$ cat src/rtl/mealy3_testctl.sv
module mealy3_testctl #(
  parameter int OPW = 3,
  parameter int IXW = 2
) (
  input  logic           clk,
  input  logic           rst,
  input  logic           cmd_vld,
  input  logic [OPW-1:0] cmd_op,
  input  logic [IXW-1:0] cmd_idx,
  output logic           rsp_vld,
  output logic           rsp_bit,
  output logic [IXW-1:0] rsp_idx
);

  localparam logic [OPW-1:0] OP_A     = OPW'(0);
  localparam logic [OPW-1:0] OP_B     = OPW'(1);
  localparam logic [OPW-1:0] OP_HOME  = OPW'(2);
  localparam logic [OPW-1:0] OP_PROBE = OPW'(3);
  localparam logic [OPW-1:0] OP_JUMP  = OPW'(4);
  localparam logic [IXW-1:0] ST1 = IXW'(1);
  localparam logic [IXW-1:0] ST2 = IXW'(2);
  localparam logic [IXW-1:0] ST3 = IXW'(3);

  logic [IXW-1:0] cur, nxt;
  logic           fn_out;

  wire is_a     = cmd_vld && cmd_op == OP_A;
  wire is_b     = cmd_vld && cmd_op == OP_B;
  wire is_home  = cmd_vld && cmd_op == OP_HOME;
  wire is_probe = cmd_vld && cmd_op == OP_PROBE;
  wire is_jump  = cmd_vld && cmd_op == OP_JUMP && cmd_idx != '0;

  always_comb begin
    nxt    = cur;
    fn_out = 1'b0;
    if (is_a) begin
      nxt    = cur;
      fn_out = (cur == ST2);
    end else if (is_b) begin
      case (cur)
        ST1:     begin nxt = ST2; fn_out = 1'b1; end
        ST2:     begin nxt = ST3; fn_out = 1'b1; end
        default: begin nxt = ST1; fn_out = 1'b0; end
      endcase
    end else if (is_home) begin
      nxt = ST1;
    end else if (is_jump) begin
      nxt = cmd_idx;
    end
  end

  always_ff @(posedge clk) begin
    if (rst) begin
      cur     <= ST1;
      rsp_vld <= 1'b0;
      rsp_bit <= 1'b0;
      rsp_idx <= '0;
    end else begin
      cur     <= nxt;
      rsp_vld <= is_a || is_b || is_probe;
      rsp_bit <= (is_a || is_b) && fn_out;
      rsp_idx <= is_probe ? cur : '0;
    end
  end

endmodule


$ cat config.mk
export PLATFORM = sky130hd
export DESIGN_NAME = mealy3_testctl
export DESIGN_NICKNAME = d
export VERILOG_FILES = /design/src/rtl/mealy3_testctl.sv
export SDC_FILE = /design/constraint.sdc
export NUM_CORES = 1
export LEC_CHECK = 0
export ABC_CLOCK_PERIOD_IN_PS = 3900
export BUFFER_PORTS_ARGS = -buffer_cell sky130_fd_sc_hd__buf_2
export CORE_AREA = 2 2 39 41
export CTS_CLUSTER_DIAMETER = 100
export DETAILED_ROUTE_END_ITERATION = 6
export DIE_AREA = 0 0 41 43
export PLACE_DENSITY = 0.53
export SLEW_MARGIN = 20
export SYNTH_ARGS = -nofsm -noshare
export SYNTH_HDL_FRONTEND = slang
export SYNTH_SLANG_ARGS = --single-unit
$ cat constraint.sdc
create_clock -name clk -period 3.9 [get_ports clk]
set_clock_uncertainty 0.2 [all_clocks]
set_input_delay 0.39 -clock clk [delete_from_list [all_inputs] [get_ports clk]]
set_output_delay 0.39 -clock clk [all_outputs]
set_load 0.005 [all_outputs]
==> results of run 1 <==
[kinds of logic after synthesis]
family	after synthesis
buffers and inverters	5
AO/OA/AOI/OAI	11
adder cells (fa/ha/maj)	2
AND/OR/NAND/NOR	19
flip-flops	6
[per-stage QoR]
step                utilization, %  power, mW  cells  worst slack (ps)
CTS                           32.2      0.149     71              2440
global placement              30.6     0.0913     68              2270
detailed placement            30.6     0.0909     68              2280
finish                        32.2      0.147     71              2460
global route                  32.2      0.157     71              2350
floorplan                        -     0.0834     43              2430
[cells in the final DEF, fill, tap and decap left out]
cell,n
a211o_1,1
a211oi_1,2
a31oi_1,3
and2b_2,1
and2b_4,1
and4bb_1,1
buf_2,11
clkbuf_4,3
dfxtp_1,6
ha_1,2
inv_1,3
nand2_1,2
nand2b_1,1
nand3_1,1
nor2_1,4
nor2b_2,2
nor3_1,2
nor3b_1,1
nor4_1,2
o21ai_0,2
o21ai_1,1
o21bai_1,2
or2_0,1
[registers in the layout, summed over array words and instances, names as in the netlist]
| name | flops |
|---|---|
| rsp_vld | 1 |
| rsp_idx | 2 |
| rsp_bit | 1 |
| cur | 2 |
[worst paths after layout]
path	start	end	slack [ps]	cells after the start
setup reg to reg	cur[1]$_SDFFE_PP0P_	cur[0]$_SDFFE_PP1P_	2460	6
setup / recovery	cur[1]$_SDFFE_PP0P_	cur[0]$_SDFFE_PP1P_	2460	6
hold / removal	rst	rsp_vld$_SDFF_PP0_	180	2
hold reg to reg	cur[0]$_SDFFE_PP1P_	rsp_idx[0]$_SDFF_PP0_	290	2
[cell usage after synthesis]
master and count:
dfxtp_1 6, nor2_1 4, a31oi_1 3, inv_1 3, a211oi_1 2, ha_1 2, nand2_1 2, nor2b_2 2
nor3_1 2, nor4_1 2, o21ai_0 2, o21bai_1 2, a211o_1 1, and2b_2 1, and2b_4 1, and4bb_1 1
buf_2 1, buf_6 1, nand2b_1 1, nand3_1 1, nor3b_1 1, o21ai_1 1, or2_0 1
[power by group through the flow]
stage	combinational (mW)	sequential, mW	clock [mW]
global route	0.0284	0.0652	0.0639
detailed placement	0.0247	0.0662	0
floorplan	0.0174	0.0660	0
finish	0.0251	0.0650	0.0568
CTS	0.0251	0.0650	0.0587
global placement	0.0251	0.0662	0
[critical path, cell delays in order (launching register included)]
cell and delay (ps):
dfxtp_1 320, inv_1 80, ha_1 150, and4bb_1 180, o21ai_0 80, a211oi_1 230
o21bai_1 90
[routing by layer]
layer  vias up  part of all wire [%]  track usage (%)
met5         -                     0                0
met4         0                     0             8.00
met3         0                   6.5             3.14
met2        12                    41             13.4
met1       149                    52             13.1
li1        181                     -                -
[cell type report]
| type | count | area (sq um) |
|---|---|---|
| repair buffers | 11 | 55.1 |
| well taps | 16 | 20.0 |
| clock buffers | 3 | 22.5 |
| fillers | 150 | 938 |
| multi-input cells | 32 | 216 |
| inverters | 3 | 11.3 |
| flip-flops and latches | 6 | 120 |
==> run_results.csv, run 1 <==
group,metric,value,unit
status,outcome,"complete, no violations",
pwr,clock_power_share,38.7,%
routing,drc,0,
timing,hold_violations,0,
critical_path,arrival,1370,ps
pwr,power.share.combinational,17.1,%
timing,hold_ws,182,ps
routing,postRouteAntennaNets,0,
synth,synth_area_per_cell,8.47,sq um
timing,setup_viol,0,
synth,netlist_area,364,sq um
timing,tightest_slew,214,ps
global_routing,grt_max_degree,11,
placed_design,placed_area,423,sq um
pwr,p_int,0.110,mW
cts,clock_path_buffers,2,
global_routing,grtUsageTotal,10.2,%
timing,report.final.slew_viol_count,0,
placed_design,port_buffers,11,
final_layout,area_delta_synth_final,22.3,%
pwr,powerDensity,330,mW/mm^2
cts,root_buffer,"clkbuf_4",
pwr,swShare,25.0,%
global_routing,grt_pass1_wl,1.18,mm
floorplanning,coreArea,0.00138,sq mm
global_routing,grt.overflow.total,0,
synth,syn_inst,43,
pwr,p_leak,0.210,nW
critical_path,start_kind,"flop",
synth,synth_compound_area_share,19.9,%
timing,rsz0062_at_grt,"no",
placed_design,globalplace.congestion,0.733,
pwr,p_sw,0.0367,mW
floorplanning,die_area,0.00176,sq mm
placed_design,dp_hpwl,523,microns
cts,numCtsBuffers,3,
routing,drt_wl_total,710,microns
synth,synthTopCellsByArea,"dfxtp_1 (33%), ha_1 (6.9%), a31oi_1 (5.2%), nor2b_2 (4.8%), a211oi_1 (4.1%)",
synth,synthAdderAreaFrac,6.87,%
floorplanning,rows,14,
final_layout,fin_nets,67,
critical_path,path_max_fanout,3,
routing,dr.pass1.iters,2,
cts,htree_levels,1,
worst_hold_path,hold_class,"primary input to flop",
floorplanning,chipWidth,41,microns
routing,via_per_inst,4.82,
timing,fmax,0.693,GHz
cts,clk_latency,240,ps
timing,final.min_clock_period,1440,ps
critical_path,crit_required,3830,ps
synth,synth_xor_area_share,0,%
synth,synth_top_area_share,33.0,%
global_routing,antenna_found_initial,0,
global_routing,grt_pass1_vias,309,
synth,ys_seq_elements,6,
cts,cts_tree,"done",
cts,cts.sinks,6,
synth,yosysTopAreaCell,"dfxtp_1",
final_layout,drive_gt1_share,32.7,%
cts,post_cts_resized,0,
synth,yosysUniqueCellTypes,23,
routing,initialDrtViolationCount,4,
cts,cts.clk_slew.worst_paths,40,ps
final_layout,design_area,445,sq um
cts,post-cts-setup-buffers,0,
cts,hold_buffers,0,
timing,post-route-period-util,37.0,%
critical_path,cp-end-kind,"flop",
pwr,seq_power_share,44.3,%
flow_run,drv_cap,0,
timing,slew_headroom,85.6,%
timing,fin_setup_tns,0,ps
routing,vias,342,
critical_path,path_class,"flop to flop",
floorplanning,die_y,43,microns
synth,synth_warnings,0,
floorplanning,start_util,26.3,%
routing,wl_per_cell,10.0,microns
synth,synthSimpleGateAreaFrac,32.6,%
final_layout,diodes,0,
synth,ys_seq_area_share,33.0,%
synth,synth_top_family_by_area,"simple AND/OR/NAND/NOR gates",
pwr,peakVddDrop,0.0848,mV
floorplanning,io-pin-count,12,
synth,syn_nets,53,
synth,synth_mux_area_share,0,%
Note: power is estimated with default switching activity, not from simulation.
==> run 2, diff against run 1 <==
--- a/config.mk
+++ b/config.mk
@@ -5,7 +5,7 @@
 export SDC_FILE = /design/constraint.sdc
 export NUM_CORES = 1
 export LEC_CHECK = 0
-export ABC_CLOCK_PERIOD_IN_PS = 3900
+export ABC_CLOCK_PERIOD_IN_PS = 1400
 export BUFFER_PORTS_ARGS = -buffer_cell sky130_fd_sc_hd__buf_2
 export CORE_AREA = 2 2 39 41
 export CTS_CLUSTER_DIAMETER = 100
==> constraint.sdc (replaced) <==
create_clock -name clk -period 1.4 [get_ports clk]
set_clock_uncertainty 0.2 [all_clocks]
set_input_delay 0.14 -clock clk [delete_from_list [all_inputs] [get_ports clk]]
set_output_delay 0.14 -clock clk [all_outputs]
set_load 0.005 [all_outputs]
==> run_results.csv, run 2 (synthesized netlist as in run 1, its figures left out) <==
group,metric,value,unit
cts,numCtsBuffers,3,
floorplanning,chipWidth,41,microns
critical_path,timing.rr.end,"cur[0]$_SDFFE_PP1P_",
final_layout,area_delta_synth_final,37.5,%
final_layout,design_area,500,sq um
pwr,peakVddDrop,0.289,mV
critical_path,cp-end-kind,"flop",
timing,slew_headroom,84.7,%
global_routing,grtUsageTotal,9.91,%
floorplanning,start_util,26.3,%
placed_design,dp_hpwl,575,microns
routing,drt_wl_total,718,microns
final_layout,final_cell_mix,"buf_2 (11), nor2_1 (4), buf_4 (4), dfxtp_1 (4)",
routing,via_per_inst,4.71,
placed_design,port_buffers,11,
cts,clk_latency,230,ps
flow_run,drv_cap,0,
floorplanning,die_area,0.00176,sq mm
cts,cts.clk_slew.worst_paths,40,ps
pwr,p_leak,0.235,nW
timing,report.final.slew_viol_count,0,
final_layout,reg_top3,"cur x2, rsp_idx x2",
floorplanning,die_y,43,microns
floorplanning,rows,14,
routing,initialDrtViolationCount,3,
critical_path,path_max_fanout,2,
worst_hold_path,min_to,"cur[0]$_SDFFE_PP1P_",
global_routing,antenna_found_initial,0,
global_routing,grt_pass1_vias,310,
routing,drc,0,
status,outcome,"complete, no violations",
worst_hold_path,hold_depth,3,
cts,root_buffer,"clkbuf_4",
routing,vias,358,
global_routing,grt_max_degree,11,
cts,cts_tree,"done",
global_routing,grt.overflow.total,0,
timing,rsz0062_at_grt,"yes",
routing,postRouteAntennaNets,0,
critical_path,regToRegSetupSlack,20,ps
floorplanning,coreArea,0.00138,sq mm
critical_path,arrival,1300,ps
global_routing,grt_pass1_wl,1.19,mm
critical_path,timing.rr.start,"cur[1]$_SDFFE_PP0P_",
placed_design,placed_area,453,sq um
timing,post-route-period-util,98.7,%
placed_design,globalplace.congestion,0.708,
pwr,total_power,0.420,mW
final_layout,layout_commonest_cell,"buf_2",
pwr,powerDensity,839,mW/mm^2
floorplanning,io-pin-count,12,
worst_hold_path,hold_class,"primary input to flop",
final_layout,drive_gt1_share,43.3,%
cts,clock_path_buffers,2,
routing,dr.pass1.iters,4,
final_layout,diodes,0,
worst_hold_path,hp-start,"cmd_vld",
cts,htree_levels,1,
timing,setup_viol,0,
timing,hold_violations,0,
critical_path,path_class,"flop to flop",
final_layout,fin_nets,72,
timing,tightest_slew,228,ps
timing,fmax,0.724,GHz
final_layout,nFillCells,144,
routing,wl_per_cell,9.45,microns
critical_path,crit_required,1320,ps
cts,cts.sinks,6,
timing,final.min_clock_period,1380,ps
critical_path,start_kind,"flop",
critical_path,reg2reg_depth,6,
[run 2: cell count changes in the layout (fill, tap and decap cells not counted), sizes merged]
| cell | delta |
|---|---|
| dlygate4sd3 | +1 |
| buf | +4 |
[run 2: final cells by class]
cell class	count	area [sq um]	share of cell area, %
tap	16	20.0	4.00
multi-input combinational	32	229	45.8
sequential	6	123	24.5
inverter	3	11.3	2.25
clock buffer	3	22.5	4.50
timing repair buffer	16	95.1	19.0
[run 2: report_power, final]
| part | internal, mW | switching [mW] |
|---|---|---|
| logic | 0.0444 | 0.0409 |
| registers | 0.179 | 0.00387 |
| clock network | 0.0965 | 0.0556 |
[run 2: worst max-delay path by stage]
stage | start | endpoint | depth (start not counted)
after floorplan | cur[1]$_SDFFE_PP0P_ | cur[0]$_SDFFE_PP1P_ | 6
after global placement | cur[0]$_SDFFE_PP1P_ | cur[0]$_SDFFE_PP1P_ | 5
after detailed placement | cur[0]$_SDFFE_PP1P_ | cur[0]$_SDFFE_PP1P_ | 5
after CTS | cur[1]$_SDFFE_PP0P_ | cur[0]$_SDFFE_PP1P_ | 6
after global routing | cur[1]$_SDFFE_PP0P_ | cur[0]$_SDFFE_PP1P_ | 6
final | cur[1]$_SDFFE_PP0P_ | cur[0]$_SDFFE_PP1P_ | 6
[run 2: per-stage QoR]
stage	TNS (ps)	util, %	setup WS [ps]	instances	hold WS, ps
2_1_floorplan	0	-	50.3	43	18.0
5_1_grt	-52.5	36.2	-39.0	76	77.6
3_5_place_dp	-13.9	32.7	-13.9	72	179
3_3_place_gp	-13.5	32.7	-13.5	72	189
6_report	0	36.2	17.8	76	57.4
4_1_cts	0	35.2	17.3	76	52.4
[run 2: worst max-delay path, cell delays in order, from the launching register on]
cell and delay, ps:
dfxtp_2 310, inv_2 60, ha_4 110, and4bb_1 190, o21ai_1 60, a211oi_1 230, o21bai_1 90
[run 2: layer usage]
metal	GRT usage, %	part of all wire (%)	vias up
met3	3.66	7.7	2
met2	12.8	42	12
met4	7.33	1.9	0
met5	0	0	-
li1	-	-	189
met1	12.7	48	155
[run 2: what timing repair did]
item,in CTS,in global routing
hold buffers,1,0
pin swaps,2,3
gates resized for setup,1,5
setup buffers,0,0
setup endpoints to repair,1,1
endpoints found under the hold margin,4,0
